## config.mk

```make
export PLATFORM = sky130hd
export DESIGN_NAME = lop_predictor
export DESIGN_NICKNAME = d
export VERILOG_FILES = /design/src/rtl/lop_pkg.sv /design/src/rtl/lop_indicator.sv /design/src/rtl/lop_encoder.sv /design/src/rtl/lop_predictor.sv
export SDC_FILE = /design/constraint.sdc
export NUM_CORES = 1
export LEC_CHECK = 0
export BUFFER_PORTS_ARGS = -buffer_cell sky130_fd_sc_hd__clkbuf_2
export CORE_MARGIN = 2
export CORE_UTILIZATION = 61
export DETAILED_ROUTE_END_ITERATION = 8
export PLACE_DENSITY = 0.95
export SLEW_MARGIN = 20
export SYNTH_ARGS = -nofsm -noshare
export SYNTH_HDL_FRONTEND = slang
export SYNTH_HIERARCHICAL = 1
export SYNTH_SLANG_ARGS = --single-unit
export TNS_END_PERCENT = 100
```

## constraint.sdc

```tcl
create_clock -name clk -period 1.25 [get_ports clk]
set_input_delay 0.125 -clock clk [delete_from_list [all_inputs] [get_ports clk]]
set_output_delay 0.125 -clock clk [all_outputs]
set_load 0.05 [all_outputs]
```

## src/rtl/lop_pkg.sv

```systemverilog
package lop_pkg;

  // Per-position strobes passed from the indicator datapath to the encoder.
  typedef struct packed {
    logic mark;  // indicator string bit: candidate leading-one position
    logic fix;   // if this mark wins, the true leading one is one lower
  } lopFlag_t;

endpackage

```

## src/rtl/lop_indicator.sv

```systemverilog
module lop_indicator #(
  parameter int W = 24
) (
  input  logic                     [W-1:0] opA,
  input  logic                     [W-1:0] opB,
  output lop_pkg::lopFlag_t        [W-1:0] flags,
  output logic                     [W-1:0] refDiff
);

  // Signed-digit view of A - B: each position is +1, -1 or 0.
  logic [W-1:0] isPos;
  logic [W-1:0] isNeg;
  logic [W-1:0] nonZero;

  // negBelow[i]: the nearest non-zero digit below position i is -1.
  logic [W:0]   negBelow;

  assign isPos   = opA & ~opB;
  assign isNeg   = ~opA & opB;
  assign nonZero = opA ^ opB;

  assign negBelow[0] = 1'b0;

  for (genvar i = 0; i < W; i++) begin : g_chain
    assign negBelow[i+1] = isNeg[i] | (~isPos[i] & negBelow[i]);
  end

  // Position 0 has no lower neighbour: a non-zero digit there always marks.
  assign flags[0].mark = nonZero[0];
  assign flags[0].fix  = 1'b0;

  for (genvar i = 1; i < W; i++) begin : g_flag
    // A non-zero digit that is not followed by a -1 ends the leading run.
    assign flags[i].mark = nonZero[i] & ~isNeg[i-1];
    // A zero digit next, then a negative tail, pulls the value below 2^i.
    assign flags[i].fix  = nonZero[i] & ~nonZero[i-1] & negBelow[i-1];
  end

  // Reference subtractor, used for comparison only.
  assign refDiff = opA - opB;

endmodule

```

## src/rtl/lop_encoder.sv

```systemverilog
module lop_encoder #(
  parameter int W  = 24,
  parameter int CW = $clog2(W + 1)
) (
  input  lop_pkg::lopFlag_t [W-1:0] flags,
  output logic              [CW-1:0] predCount,
  output logic                      shortByOne,
  output logic              [CW-1:0] corrCount,
  output logic                      zeroResult
);

  logic [W:0]    seenAbove;
  logic [W-1:0]  oneHot;
  logic [W-1:0]  fixVec;
  logic [CW-1:0] posCount;

  assign seenAbove[W] = 1'b0;

  for (genvar i = W - 1; i >= 0; i--) begin : g_pri
    assign seenAbove[i] = seenAbove[i+1] | flags[i].mark;
    assign oneHot[i]    = flags[i].mark & ~seenAbove[i+1];
    assign fixVec[i]    = flags[i].fix;
  end

  always_comb begin
    posCount = '0;
    for (int i = 0; i < W; i++) begin
      if (oneHot[i]) posCount = posCount | CW'(W - 1 - i);
    end
  end

  assign zeroResult = ~seenAbove[0];
  assign predCount  = zeroResult ? CW'(W) : posCount;
  // Correction is selected by the same one-hot, in parallel with the count.
  assign shortByOne = |(oneHot & fixVec);
  assign corrCount  = predCount + CW'(shortByOne);

endmodule

```

## src/rtl/lop_predictor.sv

```systemverilog
module lop_predictor #(
  parameter int W       = 24,
  parameter int OUT_REG = 1,
  localparam int CW     = $clog2(W + 1)
) (
  input  logic          clk,
  input  logic          rstN,
  input  logic          inValid,
  input  logic [W-1:0]  opA,
  input  logic [W-1:0]  opB,
  output logic          outValid,
  output logic [CW-1:0] predCount,
  output logic          shortByOne,
  output logic [CW-1:0] corrCount,
  output logic          zeroResult,
  output logic [W-1:0]  refDiff
);

  lop_pkg::lopFlag_t [W-1:0] flags;
  logic [W-1:0]  diffC;
  logic [CW-1:0] predC;
  logic [CW-1:0] corrC;
  logic          shortC;
  logic          zeroC;

  lop_indicator #(.W(W)) uInd (
    .opA     (opA),
    .opB     (opB),
    .flags   (flags),
    .refDiff (diffC)
  );

  lop_encoder #(.W(W), .CW(CW)) uEnc (
    .flags      (flags),
    .predCount  (predC),
    .shortByOne (shortC),
    .corrCount  (corrC),
    .zeroResult (zeroC)
  );

  if (OUT_REG != 0) begin : g_reg
    always_ff @(posedge clk or negedge rstN) begin
      if (!rstN) begin
        outValid   <= 1'b0;
        predCount  <= '0;
        shortByOne <= 1'b0;
        corrCount  <= '0;
        zeroResult <= 1'b0;
        refDiff    <= '0;
      end else begin
        outValid <= inValid;
        if (inValid) begin
          predCount  <= predC;
          shortByOne <= shortC;
          corrCount  <= corrC;
          zeroResult <= zeroC;
          refDiff    <= diffC;
        end
      end
    end

    // an idle input cycle leaves the results untouched.
    a_r8_hold: assert property (@(posedge clk) disable iff (!rstN)
      !inValid |=> !outValid && $stable(corrCount) && $stable(predCount)
                   && $stable(refDiff));
  end else begin : g_comb
    assign outValid   = inValid;
    assign predCount  = predC;
    assign shortByOne = shortC;
    assign corrCount  = corrC;
    assign zeroResult = zeroC;
    assign refDiff    = diffC;
  end

  // Leading-zero count of the reference difference, for the checks below.
  function automatic logic [CW-1:0] lzcRef(input logic [W-1:0] v);
    logic [CW-1:0] n;
    logic          hit;
    n   = '0;
    hit = 1'b0;
    for (int i = W - 1; i >= 0; i--) begin
      if (!hit && v[i]) hit = 1'b1;
      if (!hit) n = n + 1'b1;
    end
    return n;
  endfunction

  // corrected count agrees with the subtractor's true leading zeros.
  a_r2_corr_matches_ref: assert property (@(posedge clk) disable iff (!rstN)
    outValid |-> corrCount == lzcRef(refDiff));

  // the prediction is never too long and at most one short.
  a_r3_pred_window: assert property (@(posedge clk) disable iff (!rstN)
    outValid |-> (predCount == lzcRef(refDiff))
                 || ({1'b0, predCount} + 1'b1 == {1'b0, lzcRef(refDiff)}));

  // the short flag only appears on a non-zero result with room to move.
  a_r4_short_flag: assert property (@(posedge clk) disable iff (!rstN)
    outValid && shortByOne |-> !zeroResult && refDiff != '0
                               && corrCount != '0);

  // equal operands report a full-width count.
  a_r5_zero_counts: assert property (@(posedge clk) disable iff (!rstN)
    outValid && zeroResult |-> refDiff == '0 && corrCount == CW'(W)
                               && predCount == CW'(W) && !shortByOne);

  // any non-zero difference clears the zero flag.
  a_r6_zero_flag: assert property (@(posedge clk) disable iff (!rstN)
    outValid && refDiff != '0 |-> !zeroResult);

endmodule

```

==> metrics.csv, run 1 <==
metric;value;unit
Post-synth EDFFs;0;
Post-Syn Area;4450;um2
Synth top cells by count;inv_1, nor2_1, ha_1;
Halt Reason;[ERROR DPL-0038] Utilization greater than 100%, impossible to legalize;
top cells by area, synth;dfrtp_1, ha_1, mux2_4;
cell taking the most area after synthesis;dfrtp_1;
# rows;31;
Gates resized, CTS repair;145;
die height;89.4;um
clk root buf;clkbuf_8;
status;aborted with a tool error;
Fail Step;4_1_cts;
CTS buffer count;5;
Post-CTS Setup Inserts;37;
async set or reset register ratio after synthesis;100;%
part of the Yosys area used for sequential elements;20.8;%
die width;89.4;um
Max Root-Sink Buffers;2;
CTS Hold Buffers Added;1;
io pins;88;
H-tree levels;2;
Synth Warn #;6;
syn_area_per_cell;8.35;um2
Placed Area;6490;um2
routability cong.;0.987;
Synth Register Bits;37;
ys flop type;dfrtp_1;
Syn Inst Count;533;
Sink Count;37;
detailed placement HPWL;14000;um
Synth top area share;20.8;%
Initial Utilization;62.1;%
synth unique cells;71;
IO buf count;87;
[per-stage QoR]
step | cells | setup WS (ns) | hold WS, ns | utilization (%) | setup TNS, ns
detailed placement | 861 | -2.71 | 0.115 | 90.5 | -45.41
global placement | 861 | -2.42 | 0.110 | 90.5 | -40.86
floorplan | 534 | -2.18 | -0.171 | - | -27.83
[cell families after synthesis]
family,share of synthesized area [%]
muxes,11.9
and+or+nand+nor,21.0
other,0.0842
adders and majority gates,13.9
xor gates and xnor gates,3.54
DFF,20.8
AOI/OAI and AO/OA,19.2
buffers and inverters,9.50
==> inputs of run 2 (changes only) <==
- CORE_UTILIZATION: 61 -> 40
- PLACE_DENSITY: 0.95 -> unset
- PLACE_DENSITY_LB_ADDON: unset -> 0.15
==> run 2 against run 1 <==
The flow now finishes, with violations (negative setup slack). Synthesized cell count unchanged. Synthesized area unchanged.
==> metrics.csv, run 2 <==
metric;value;unit
status;finished with violations;
failing checks;negative setup slack;
Final period util;267;%
die width;110;um
die height;110;um
CP Class;input port to register;
clk root buf;clkbuf_8;
multi-input logic area;3980;um2
RSZ-0062 raised after global routing;true;
async set or reset register ratio after synthesis;100;%
Synth top cells by count;inv_1, nor2_1, ha_1;
Largest regs;refDiff x24, corrCount x5, predCount x5;
DR pass1 iterations;5;
via count;4847;
Placed Area;6560;um2
max reg flops;24;
Syn Inst Count;533;
H-tree levels;2;
top cells by area, synth;dfrtp_1, ha_1, mux2_4;
Leak;3.72;nW
Synth top area share;20.8;%
cell chain of the critical path;buf_6, inv_4, ha_4, nor2b_4, o21a_1, nor4_4, o31ai_4, a21oi_4, o31ai_4, a221oi_2, nor3b_2, inv_1, a21oi_2, a22oi_1, o21ai_1, or4_4, ha_4, ha_4, inv_4, a21oi_2, o21a_1, mux2_4;
DRC errors left;0;
1st-iter DRT viols;211;
most frequent CP cell;ha_4;
max_cap viols;0;
Clock Skew;0;ns
Switch Pwr;3.18;mW
slowest cell on the critical path;or4_4;
clk_lat worst skew;0.31;ns
max-slew violations;0;
total congestion overflow;0;
Fmax achieved;300;MHz
vias in the first global route;4840;
core box area;10800;um2
nets@finish;904;
routability cong.;0.862;
CTS clk-pin slew, worst paths;0.08;ns
detailed placement HPWL;10100;um
part of the Yosys area used for sequential elements;20.8;%
Inserted Diodes;0;
Post-Syn Area;4450;um2
final std cells w/o fill;945;
slowest stage delay, CP;0.51;ns
Max Root-Sink Buffers;2;
WP data required;1.46;ns
Setup violations, final;33;
Sink Count;37;
most common cell after layout, fill and taps aside;buf_4;
delay-heaviest family, CP;compound AO/OA/AOI/OAI gates;
fill cell count;829;
first-pass GRT wire length;22200;um
Setup crit start kind;input port;
Post-synth EDFFs;0;
Layout area overhead;74.5;%
Synth Warn #;6;
ANT nets after route;0;
hold crit path type;input port to register;
ys flop type;dfrtp_1;
CP Data Arrival Time;3.54;ns
syn_area_per_cell;8.35;um2
cell taking the most area after synthesis;dfrtp_1;
CTS buffer count;5;
layout cell share with drive strength beyond 1;58.0;%
drt wl/cell;15.0;um
DP Cell Count;905;
IO buf count;87;
Synth Register Bits;37;
Total GRT Usage;23.1;%
CP bufs+invs;4;
fin worst setup slack;-2.08;ns
die area;12000;um2
combinational power share;61.0;%
peak supply drop;751;uV
synth unique cells;71;
Sequential Area;926;um2
# rows;38;
part of the power in registers;21.3;%
clock network fraction of total power;17.6;%
Internal Pwr Total;4.29;mW
largest net degree at the start of global routing;38;
hold_ws;0.238;ns
cell area after layout;7770;um2
CP max FO;4;
drt total wl;14200;um
PD cells;961;nW/um2
min Tclk post-route;3.33;ns
sw frac;42.5;%
final hold viol count;0;
io pins;88;
Worst setup EP type;register;
most frequent cells in the layout;buf_4, clkbuf_2, nor2_1;
Initial Utilization;41.1;%
DR vias/cell;5.13;
Most flops, register;refDiff;
CTS tree;built;
initial antenna violation count;0;
-- run 2: cell counts after synthesis --
No cell type changed its count.
-- run 2: through the flow --
step	TNS (ns)	power, mW	worst slack [ns]	utilization (%)
CTS	-30.07	7.34	-2.13	68.8
floorplan	-27.83	4.25	-2.18	-
finish	-30.44	7.47	-2.08	71.7
detailed placement	-44.26	5.53	-2.66	60.5
global placement	-43.16	5.47	-2.49	60.5
global route	-32.83	7.89	-2.25	71.7
-- run 2: routing by layer --
metal	up-vias	wire length (um)	share of wire, %	global-route usage [%]
met5	-	0	0	0
met3	28	632	4.5	3.26
met2	128	7030	50	40.8
met1	2312	6140	43	28.8
met4	0	363	2.6	7.59
li1	2379	-	-	-
-- run 2: what timing repair did --
item | 4_1_cts | 5_1_grt
resized for setup | 115 | 85
buffers inserted | 32 | 20
endpoints found under the setup margin | 33 | 34
endpoints found under the hold margin | 37 | 0
pin swaps | 41 | 52
hold buffers | 1 | 0
-- run 2: cells by family after synthesis --
family / count (synthesis) / synth area share, %
AND/OR/NAND/NOR: 181 / 21.0
buffers and inverters: 92 / 9.50
multiplexers: 37 / 11.9
other: 1 / 0.0842
flip-flops: 37 / 20.8
adder cells (fa/ha/maj): 49 / 13.9
XOR/XNOR: 18 / 3.54
AO/OA/AOI/OAI: 118 / 19.2
-- run 2: layout make-up --
class / instances / area share, %
inverters: 73 / 4.27
flip-flops and latches: 37 / 11.9
repair buffers: 282 / 28.7
clock inverters: 3 / 0.837
clock buffers: 5 / 0.886
multi-input cells: 405 / 51.2
well taps: 140 / 2.25
-- run 2: worst paths after layout --
check / start / endpoint / slack, ns / cells after the start
setup / recovery: opA[6] / corrCount[4]$_DFFE_PN0P_ / -2.08 / 22
hold / removal: inValid / predCount[4]$_DFFE_PN0P_ / 0.24 / 2
setup reg to reg: refDiff[4]$_DFFE_PN0P_ / refDiff[4]$_DFFE_PN0P_ / 0.46 / 1
hold reg to reg: refDiff[22]$_DFFE_PN0P_ / refDiff[22]$_DFFE_PN0P_ / 0.51 / 1
max in group asynchronous: rstN / shortByOne$_DFFE_PN0P_ / 0.71 / 3
min in group asynchronous: rstN / refDiff[1]$_DFFE_PN0P_ / 0.31 / 3
-- run 2: power groups by stage --
stage | clock (mW) | combinational [mW] | sequential, mW
floorplan | 0 | 1.76 | 2.49
CTS | 1.36 | 4.39 | 1.59
finish | 1.32 | 4.56 | 1.59
global placement | 0 | 3.87 | 1.60
detailed placement | 0 | 3.92 | 1.61
global route | 1.40 | 4.87 | 1.62
Power figures use the tool's default switching activity.
==> inputs of run 3 (changes only) <==
- GPL_TIMING_DRIVEN: unset -> 0
- SLEW_MARGIN: 20 -> unset
==> run 3 against run 2 <==
The run still ends with negative setup slack left. Clock-buffer cell count did not move. First-iteration DRC count is 6.2% lower. Critical path depth did not move. Core utilization is 8.0 points lower. Highest routed layer unchanged.
==> metrics.csv, run 3 (synthesized netlist as in run 2, its figures left out) <==
metric;value;unit
fill cell count;900;
most frequent cells in the layout;clkbuf_2, inv_1, nor2_1;
Initial Utilization;41.1;%
combinational power share;62.4;%
Layout area overhead;55.1;%
WP data required;1.46;ns
start point of the critical path;opB[2];
routability cong.;0.816;
clk root buf;clkbuf_8;
Switch Pwr;3.09;mW
ANT nets after route;0;
CP Class;input port to register;
slowest stage delay, CP;0.57;ns
Clock Skew;0;ns
die height;110;um
largest net degree at the start of global routing;38;
Internal Pwr Total;3.59;mW
drt wl/cell;15.3;um
first-pass GRT wire length;20300;um
initial antenna violation count;0;
r2r setup slk;0.45;ns
r2r endpoint;predCount[4]$_DFFE_PN0P_;
RSZ-0062 raised after global routing;true;
peak supply drop;763;uV
CP max FO;4;
max reg flops;24;
Inserted Diodes;0;
drt total wl;12600;um
Setup violations, final;32;
die width;110;um
Setup crit end;corrCount[4]$_DFFE_PN0P_;
Most flops, register;refDiff;
Worst setup EP type;register;
DR vias/cell;5.26;
slowest cell on the critical path;or4_4;
CP Data Arrival Time;3.56;ns
sw frac;46.2;%
DR pass1 iterations;4;
io pins;88;
die area;12000;um2
Fmax achieved;299;MHz
nets@finish;781;
fin worst setup slack;-2.10;ns
max_cap viols;0;
clk_lat worst skew;0.30;ns
core box area;10800;um2
post-layout util;63.7;%
cell chain of the critical path;clkbuf_8, ha_4, nor2_4, a221oi_4, nor4_4, buf_4, nor3_1, nor2_1, nor2_1, nor2_1, nor3_1, a21o_1, a31oi_2, o31ai_1, o2bb2ai_1, or4_4, ha_4, ha_4, inv_2, a21oi_2, o21a_1, mux2_4;
Final period util;268;%
Total GRT Usage;21.1;%
Largest regs;refDiff x24, corrCount x5, predCount x5;
Leak;3.07;nW
PD cells;967;nW/um2
DP Cell Count;761;
# rows;38;
layout cell share with drive strength beyond 1;52.9;%
part of the power in registers;23.8;%
failing checks;negative setup slack;
final std cells w/o fill;822;
worst-margin pin slew;0.566;ns
hold_ws;0.290;ns
via count;4326;
DRC errors left;0;
Setup crit start kind;input port;
CTS buffer count;5;
Max Root-Sink Buffers;2;
status;finished with violations;
H-tree levels;2;
1st-iter DRT viols;198;
CTS tree;built;
clock network fraction of total power;13.8;%
hold crit path type;input port to register;
Sink Count;37;
IO buf count;87;
vias in the first global route;4291;
most common cell after layout, fill and taps aside;clkbuf_2;
total congestion overflow;0;
min Tclk post-route;3.35;ns
slew margin rel.;62.2;%
max-slew violations;0;
CTS clk-pin slew, worst paths;0.10;ns
Tot Pwr;6.68;mW
final hold viol count;0;
R2R cell count;1;
detailed placement HPWL;8540;um
FF-to-FF Start;predCount[4]$_DFFE_PN0P_;
==> run 3: changes by cell type in the layout (fill, tap and decap cells not counted), sizes merged <==
cell	change
buf	-124
bufinv	-2
clkinvlp	+1
dlygate4sd3	+1
inv	+1
==> run 3: worst min-delay path by stage <==
stage,slack [ns],start,end,cells after the start
6_report,0.29,inValid,predCount[4]$_DFFE_PN0P_,3
5_1_grt,0.28,inValid,predCount[4]$_DFFE_PN0P_,3
4_1_cts,0.27,inValid,corrCount[4]$_DFFE_PN0P_,3
3_5_place_dp,0.27,inValid,outValid$_DFF_PN0_,1
3_3_place_gp,0.26,inValid,outValid$_DFF_PN0_,1
2_1_floorplan,-0.17,rstN,corrCount[0]$_DFFE_PN0P_,0
==> run 3: power by group through the flow <==
| stage | registers (mW) | logic (mW) | clock network [mW] |
|---|---|---|---|
| global route | 1.63 | 4.45 | 1.02 |
| floorplan | 2.49 | 1.76 | 0 |
| detailed placement | 1.62 | 3.37 | 0 |
| finish | 1.59 | 4.17 | 0.924 |
| global placement | 1.60 | 3.35 | 0 |
| CTS | 1.59 | 3.86 | 0.971 |
==> run 3: layout make-up <==
cell class | count | area [um2] | area share, %
Sequential cell | 37 | 926 | 13.4
Clock inverter | 3 | 21.3 | 0.308
Multi-Input combinational cell | 405 | 4090 | 59.2
Clock buffer | 5 | 68.8 | 0.997
Buffer | 9 | 119 | 1.72
Inverter | 73 | 332 | 4.80
Timing Repair Buffer | 150 | 1180 | 17.1
Tap cell | 140 | 175 | 2.54
==> run 3: critical path: cells and delay by family <==
kind,cells,cell delay [ns]
simple gates,8,1.35
fa+ha+maj,3,0.52
compound gates,7,0.95
buf+inv,3,0.36
mux,1,0.26
==> run 3: stage by stage <==
stage                     instance area (um2)  TNS, ns  setup slack (ns)
final                                    6910   -31.14             -2.10
after global routing                     6910   -33.23             -2.24
after CTS                                6440   -31.70             -2.01
after detailed placement                 5510   -43.18             -2.70
after global placement                   5510   -42.87             -2.71
after floorplan                          4900   -27.83             -2.18
==> run 3: per-layer routing <==
| layer | GRT usage (%) | wire (um) | vias up | part of all wire, % |
|---|---|---|---|---|
| met5 | 0 | 0 | - | 0 |
| met3 | 4.03 | 464 | 18 | 3.7 |
| met1 | 27.1 | 5820 | 2075 | 46 |
| met4 | 6.42 | 195 | 0 | 1.6 |
| met2 | 35.7 | 6090 | 97 | 48 |
| li1 | - | - | 2136 | - |
==> run 3: what timing repair did <==
item,in CTS,in global routing
hold endpoints to repair,11,0
pin swaps,37,34
resized for setup,113,99
setup endpoints to repair,32,69
hold buffers,2,0
buffers inserted,45,25
